--- src/rtl/bbr_pkg.sv ---
package bbr_pkg;
  localparam int AW  = 32;
  localparam int DW  = 32;
  localparam int IW  = 8;
  localparam int AB  = AW / 8;
  localparam int DB  = DW / 8;
  localparam int SZW = 2;

  localparam logic [IW-1:0] IDX_EN    = 8'h30;
  localparam logic [IW-1:0] IDX_ADDR0 = 8'hF0;
  localparam logic [IW-1:0] IDX_DATA0 = 8'hF4;
  localparam logic [IW-1:0] IDX_SIZE  = 8'hF8;
  localparam logic [IW-1:0] IDX_STAT  = 8'hF9;
  localparam logic [IW-1:0] IDX_GO    = 8'hFE;
  localparam logic [7:0]    WR_KEY    = 8'hCF;

  localparam logic [SZW-1:0] SZ_MAX = SZW'($clog2(DB));

  typedef struct packed {
    logic           we;
    logic [SZW-1:0] size;
    logic [AW-1:0]  addr;
    logic [DW-1:0]  wdata;
  } bbr_txn_t;

  // clamp a raw size code to the widest supported access
  function automatic logic [SZW-1:0] norm_size(input logic [7:0] code);
    if (code > 8'(SZ_MAX)) return SZ_MAX;
    return code[SZW-1:0];
  endfunction

  // keep the low 2**sz byte lanes
  function automatic logic [DW-1:0] lane_mask(input logic [SZW-1:0] sz);
    logic [DW-1:0] m;
    int n;
    n = 1 << sz;
    for (int j = 0; j < DB; j++) m[8*j +: 8] = (j < n) ? 8'hFF : 8'h00;
    return m;
  endfunction
endpackage

--- src/rtl/bbr_regfile.sv ---
module bbr_regfile
  import bbr_pkg::*;
(
  input  logic          clk,
  input  logic          rst_n,
  input  logic [IW-1:0] reg_idx,
  input  logic [7:0]    reg_wdata,
  input  logic          reg_wr,
  input  logic          busy,
  input  logic [DW-1:0] cap_data,
  output logic          en,
  output logic [AW-1:0] addr,
  output logic [DW-1:0] wdata,
  output logic [7:0]    size_code,
  output logic [7:0]    rdata
);
  logic [7:0] abyte [AB];
  logic [7:0] dbyte [DB];

  always_ff @(posedge clk) begin
    if (!rst_n) begin
      en        <= 1'b0;
      size_code <= 8'h00;
      for (int i = 0; i < AB; i++) abyte[i] <= 8'h00;
      for (int i = 0; i < DB; i++) dbyte[i] <= 8'h00;
    end else if (reg_wr) begin
      if (reg_idx == IDX_EN)   en        <= reg_wdata[0];
      if (reg_idx == IDX_SIZE) size_code <= reg_wdata;
      for (int i = 0; i < AB; i++)
        if (reg_idx == IDX_ADDR0 + IW'(i)) abyte[i] <= reg_wdata;
      for (int i = 0; i < DB; i++)
        if (reg_idx == IDX_DATA0 + IW'(i)) dbyte[i] <= reg_wdata;
    end
  end

  // lowest index carries the most significant byte
  for (genvar g = 0; g < AB; g++) begin : g_addr
    assign addr[AW-1-8*g -: 8] = abyte[g];
  end
  for (genvar g = 0; g < DB; g++) begin : g_wdat
    assign wdata[DW-1-8*g -: 8] = dbyte[g];
  end

  always_comb begin
    rdata = 8'h00;
    if (reg_idx == IDX_EN)   rdata = {7'b0, en};
    if (reg_idx == IDX_SIZE) rdata = size_code;
    if (reg_idx == IDX_STAT) rdata = {7'b0, busy};
    for (int i = 0; i < AB; i++)
      if (reg_idx == IDX_ADDR0 + IW'(i)) rdata = abyte[i];
    for (int i = 0; i < DB; i++)
      if (reg_idx == IDX_DATA0 + IW'(i)) rdata = cap_data[DW-1-8*i -: 8];
  end

  AST_EN_HOLDS: assert property (@(posedge clk) disable iff (!rst_n)
    !(reg_wr && reg_idx == IDX_EN) |=> $stable(en));
endmodule

--- src/rtl/bbr_trigger.sv ---
module bbr_trigger
  import bbr_pkg::*;
(
  input  logic [IW-1:0] reg_idx,
  input  logic [7:0]    reg_wdata,
  input  logic          reg_wr,
  input  logic          reg_rd,
  input  logic          en,
  input  logic          busy,
  output logic          start,
  output logic          start_we
);
  logic hit_go, wr_trig, rd_trig;

  assign hit_go   = (reg_idx == IDX_GO);
  assign wr_trig  = hit_go && reg_wr && (reg_wdata == WR_KEY);
  assign rd_trig  = hit_go && reg_rd && !reg_wr;
  assign start    = en && !busy && (wr_trig || rd_trig);
  assign start_we = wr_trig;
endmodule

--- src/rtl/bbr_master.sv ---
module bbr_master
  import bbr_pkg::*;
(
  input  logic           clk,
  input  logic           rst_n,
  input  logic           start,
  input  logic           start_we,
  input  logic [AW-1:0]  addr,
  input  logic [DW-1:0]  wdata_raw,
  input  logic [7:0]     size_code,
  input  logic           bus_done,
  input  logic [DW-1:0]  bus_rdata,
  output logic           bus_req,
  output logic [AW-1:0]  bus_addr,
  output logic [DW-1:0]  bus_wdata,
  output logic           bus_we,
  output logic [SZW-1:0] bus_size,
  output logic [DW-1:0]  cap_data
);
  bbr_txn_t       txn_q;
  logic [SZW-1:0] sz_n;

  assign sz_n = norm_size(size_code);

  always_ff @(posedge clk) begin
    if (!rst_n) begin
      txn_q    <= '0;
      bus_req  <= 1'b0;
      cap_data <= '0;
    end else if (!bus_req && start) begin
      txn_q   <= '{we: start_we, size: sz_n, addr: addr,
                   wdata: wdata_raw & lane_mask(sz_n)};
      bus_req <= 1'b1;
    end else if (bus_req && bus_done) begin
      bus_req <= 1'b0;
      if (!txn_q.we) cap_data <= bus_rdata & lane_mask(txn_q.size);
    end
  end

  assign bus_addr  = txn_q.addr;
  assign bus_wdata = txn_q.wdata;
  assign bus_we    = txn_q.we;
  assign bus_size  = txn_q.size;

  AST_REQ_HOLD: assert property (@(posedge clk) disable iff (!rst_n)
    bus_req && !bus_done |=> bus_req);
  AST_TXN_STABLE: assert property (@(posedge clk) disable iff (!rst_n)
    bus_req && !bus_done |=> $stable(bus_addr) && $stable(bus_wdata)
                             && $stable(bus_we) && $stable(bus_size));
  AST_DONE_RELEASE: assert property (@(posedge clk) disable iff (!rst_n)
    bus_req && bus_done |=> !bus_req);
  AST_CAPTURE_HOLD: assert property (@(posedge clk) disable iff (!rst_n)
    !(bus_req && bus_done && !bus_we) |=> $stable(cap_data));
  AST_SIZE_LEGAL: assert property (@(posedge clk) disable iff (!rst_n)
    bus_req |-> bus_size <= SZ_MAX);
  AST_NARROW_WDATA: assert property (@(posedge clk) disable iff (!rst_n)
    bus_req && bus_we && bus_size == '0 |-> bus_wdata[DW-1:8] == '0);
endmodule

--- src/rtl/bytereg_bus_bridge.sv ---
module bytereg_bus_bridge
  import bbr_pkg::*;
(
  input  logic        clk,
  input  logic        rst_n,
  input  logic [7:0]  reg_idx,
  input  logic [7:0]  reg_wdata,
  input  logic        reg_wr,
  input  logic        reg_rd,
  output logic [7:0]  reg_rdata,
  output logic        bus_req,
  output logic [31:0] bus_addr,
  output logic [31:0] bus_wdata,
  output logic        bus_we,
  output logic [1:0]  bus_size,
  input  logic        bus_done,
  input  logic [31:0] bus_rdata
);
  logic          en, start, start_we;
  logic [AW-1:0] addr;
  logic [DW-1:0] wdata_raw, cap_data;
  logic [7:0]    size_code;

  bbr_regfile u_regs (
    .clk(clk), .rst_n(rst_n), .reg_idx(reg_idx), .reg_wdata(reg_wdata),
    .reg_wr(reg_wr), .busy(bus_req), .cap_data(cap_data), .en(en),
    .addr(addr), .wdata(wdata_raw), .size_code(size_code), .rdata(reg_rdata)
  );

  bbr_trigger u_trig (
    .reg_idx(reg_idx), .reg_wdata(reg_wdata), .reg_wr(reg_wr),
    .reg_rd(reg_rd), .en(en), .busy(bus_req), .start(start),
    .start_we(start_we)
  );

  bbr_master u_mst (
    .clk(clk), .rst_n(rst_n), .start(start), .start_we(start_we),
    .addr(addr), .wdata_raw(wdata_raw), .size_code(size_code),
    .bus_done(bus_done), .bus_rdata(bus_rdata), .bus_req(bus_req),
    .bus_addr(bus_addr), .bus_wdata(bus_wdata), .bus_we(bus_we),
    .bus_size(bus_size), .cap_data(cap_data)
  );

  AST_NO_START_DISABLED: assert property (@(posedge clk) disable iff (!rst_n)
    !bus_req && !en |=> !bus_req);
  AST_BAD_KEY_IGNORED: assert property (@(posedge clk) disable iff (!rst_n)
    !bus_req && reg_wr && !reg_rd && reg_idx == IDX_GO && reg_wdata != WR_KEY
      |=> !bus_req);
endmodule

--- config.mk ---
export PLATFORM = sky130hd
export DESIGN_NAME = bytereg_bus_bridge
export DESIGN_NICKNAME = d
export VERILOG_FILES = /design/src/rtl/bbr_pkg.sv /design/src/rtl/bbr_regfile.sv /design/src/rtl/bbr_trigger.sv /design/src/rtl/bbr_master.sv /design/src/rtl/bytereg_bus_bridge.sv
export SDC_FILE = /design/constraint.sdc
export NUM_CORES = 1
export LEC_CHECK = 0
export ABC_AREA = 1
export BUFFER_PORTS_ARGS = -buffer_cell sky130_fd_sc_hd__buf_2
export CORE_ASPECT_RATIO = 1.75
export CORE_MARGIN = 2
export CORE_UTILIZATION = 60
export CTS_CLUSTER_DIAMETER = 50
export DETAILED_ROUTE_END_ITERATION = 12
export HOLD_SLACK_MARGIN = 0.02
export PLACE_DENSITY = 0.91
export SLEW_MARGIN = 20
export SYNTH_ARGS = -nofsm -noshare
export SYNTH_HDL_FRONTEND = slang
export SYNTH_SLANG_ARGS = --single-unit
export TNS_END_PERCENT = 50
--- constraint.sdc ---
create_clock -name clk -period 5 [get_ports clk]
set_input_delay 0.25 -clock clk [delete_from_list [all_inputs] [get_ports clk]]
set_output_delay 0.25 -clock clk [all_outputs]
set_load 0.03 [all_outputs]
==> results.json <==
{
  "status": "finished clean",
  "synthAdderAreaFrac": 0,
  "worst_pin_slew_ns": 1.11,
  "path_max_fanout": 37,
  "min_period_ns": 2.65,
  "cts_setup_buffers": 0,
  "final_util": 0.707,
  "hold_path_depth": 4,
  "setup_slack_ns": 2.35,
  "yosys_most_used_dff": "dfxtp_1",
  "layout.nets": 1064,
  "gp_congestion": 0.964,
  "insertion_delay_ns": 0.43,
  "clock-skew-final_ns": 0.00507,
  "htreeDepth": 4,
  "hold_path_class": "in -> reg",
  "cts_tree": "done",
  "antenna_found_initial": 1,
  "cts.clk_slew.worst_paths_ns": 0.06,
  "syn_area_per_cell_sq_um": 8.01,
  "start_util": 0.608,
  "fp-row-count": 53,
  "final_antenna_net_count": 0,
  "crit_buf_inv": 2,
  "synth_top_family_by_area": "simple AND/OR/NAND/NOR gates",
  "vias": 6659,
  "cp.arrival_ns": 2.93,
  "drive_gt1_frac": 0.172,
  "hold_end": "u_mst.bus_req",
  "grt_usage": 0.298,
  "end_kind": "register",
  "setup_viol": 0,
  "r2r_slack_ns": 2.46,
  "drv_cap": 0,
  "reg2reg_to": "u_mst.cap_data[1]",
  "syn_to_final_growth_pct": 16.3,
  "place_hpwl_mm": 12.8,
  "worstSetupPathType": "in -> reg",
  "start_kind": "input pin",
  "clock_tree.root_cell": "clkbuf_16",
  "synthTopCellsByArea": "dfxtp_1 30%, edfxtp_1 26%, nor2_1 11%",
  "slowest_stage": "nor2_1",
  "grt_pass1_vias": 6263,
  "wl_per_cell_um": 16.2,
  "post_drt_via_cell_ratio": 5.73,
  "min_from": "bus_done",
  "required_ns": 5.28,
  "firstDrtPassIters": 5,
  "power_mw": 2.84,
  "synthesis.nets": 959,
  "async_reset_ff_frac": 0,
  "die_h_um": 149,
  "wirelength_mm": 18.8,
  "rsz0062_at_grt": "no",
  "synth_cell_types": 28,
  "ys_top_cells_by_count": "211 x nor2_1, 197 x nand2_1, 109 x dfxtp_1",
  "rr_worst_depth": 7,
  "grt_pass1_wl_mm": 29.7,
  "synth-simple-area-share": 0.289,
  "core_area_sq_mm": 0.0119,
  "ys_ff_latch": 173,
  "power.density_mw_per_mm2": 336,
  "grt_max_degree": 68,
  "relSlewSlack": 0.249,
  "synth_edf_count": 64,
  "cts_resized": 0,
  "peakVddDrop_mv": 0.269,
  "hold_viol_final": 0,
  "drc": 0,
  "port_buffers": 128,
  "synth_compound_area_frac": 0.0783,
  "yosysMostFrequentCell": "nor2_1",
  "drt_iter0_drc": 768,
  "synth_warnings": 0,
  "synth.cell_area_sq_mm": 0.00726,
  "drv_slew": 0,
  "worstReg2RegStart": "u_mst.bus_req",
  "critPathMaxStageDelay_ns": 0.63,
  "dieArea_sq_mm": 0.0130,
  "achievable-frequency_mhz": 377,
  "leakage_nw": 3.57,
  "die_x_um": 87.1,
  "clock_path_buffers": 2,
  "tns_ns": 0,
  "io_pins": 129,
  "place_worst_setup_slack_ns": 1.98,
  "muxShareOfSynthArea": 0,
  "syn-instance-count": 906,
  "holdBufCountCts": 0,
  "yosys.area.top_type_share": 0.301,
  "cp_common_cell": "nand2_1",
  "synth.largest_area_cell": "dfxtp_1",
  "timing.hold.ws_ns": 0.0837,
  "cts.sinks": 173,
  "fin_crit_sh": 0.531,
  "fill_cells": 921,
  "synthXorXnorAreaFrac": 0,
  "crit_cells": 11,
  "cts_made_buffers": 17,
  "crit_family": "simple AND/OR/NAND/NOR gates",
  "worstPathCellList": "buf_2 -> nand2_1 -> nor2_1 -> nand2_1 -> nor3_2 -> nand2_2 -> buf_4 -> nand3_2 -> nand2_1 -> nand2_1 -> nor2_1",
  "multi_input_area_sq_mm": 0.00267,
  "ys_seq_area_frac": 0.565,
  "grt-ovfl-total": 0,
  "regArea_sq_mm": 0.00410
}
[kinds of logic (layout without fill, tap and decap cells)]
kind of cell,after synthesis,after routing
DFF,173,173
AOI/OAI and AO/OA,112,112
buffers and inverters,120,238
other,0,1
and+or+nand+nor,501,501
[layout by cell type, fill, tap and decap left out]
cell,count
or2_1,1
nand4_1,43
nor2_2,1
o211ai_1,2
o21ai_0,62
nor3_2,3
inv_1,68
nand3_2,1
nand3_1,23
clkinv_2,4
nor2_4,1
nor3_1,14
nand2_1,196
clkinv_1,3
a21oi_1,43
or2_2,2
clkbuf_16,17
bufinv_16,1
dfxtp_1,109
o21ai_1,4
inv_6,3
clkinvlp_4,3
clkinv_4,2
nor3_4,1
nand2_2,1
nor4_1,2
a211oi_1,1
edfxtp_1,64
diode_2,1
nor2_1,211
buf_2,128
or2_0,1
clkbuf_1,1
inv_2,5
buf_4,3
[how the worst max path moves through the flow]
stage | from | endpoint | slack, ns
after floorplan | reg_idx[4] | u_regs.abyte[2][0] | 3.00
after global placement | reg_idx[4] | u_mst.cap_data[14] | 2.12
after detailed placement | reg_idx[4] | u_mst.cap_data[27] | 1.98
after CTS | reg_idx[4] | reg_rdata[6] | 2.43
after global routing | reg_idx[4] | u_mst.cap_data[22] | 2.10
final | reg_idx[4] | u_mst.cap_data[30] | 2.35
[worst min-delay path: stages]
cell,delay [ns]
buf_2,0.09
inv_1,0.03
nand2_1,0.04
a21oi_1,0.05
[through the flow]
step,cell area [sq um],std cells
4_1_cts,8440,1161
6_report,8440,1162
3_3_place_gp,7890,1129
3_5_place_dp,7890,1129
5_1_grt,8440,1161
2_1_floorplan,7260,906
[layout make-up]
cell class	instances	area share
sequential	173	0.486
antenna	1	0.000297
multi-input combinational	613	0.316
clock buffer	18	0.0509
tap	137	0.0203
timing repair buffer	131	0.0786
clock inverter	14	0.0142
inverter	75	0.0334
[layer usage]
layer / up-vias / wire length (um) / GRT usage
li1: 3151 / - / -
met1: 3007 / 6360 / 0.326
met3: 96 / 1690 / 0.0678
met5: - / 11 / 0
met4: 2 / 1230 / 0.208
met2: 403 / 9560 / 0.501
[report_power, final]
group	internal, mW	switching (mW)	leakage, nW
clock network	0.685	0.556	0.264
logic	0.0251	0.0723	1.83
registers	1.49	0.0129	1.49
[flip-flops by register name, indices dropped and copies added (netlist names)]
name              count
u_mst.bus_addr       32
u_mst.bus_wdata      32
u_mst.cap_data       32
u_regs.abyte         32
u_regs.dbyte         32
u_regs.size_code      8
u_mst.bus_size        2
u_mst.bus_req         1
u_mst.bus_we          1
u_regs.en             1
Power figures use the tool's default switching activity.
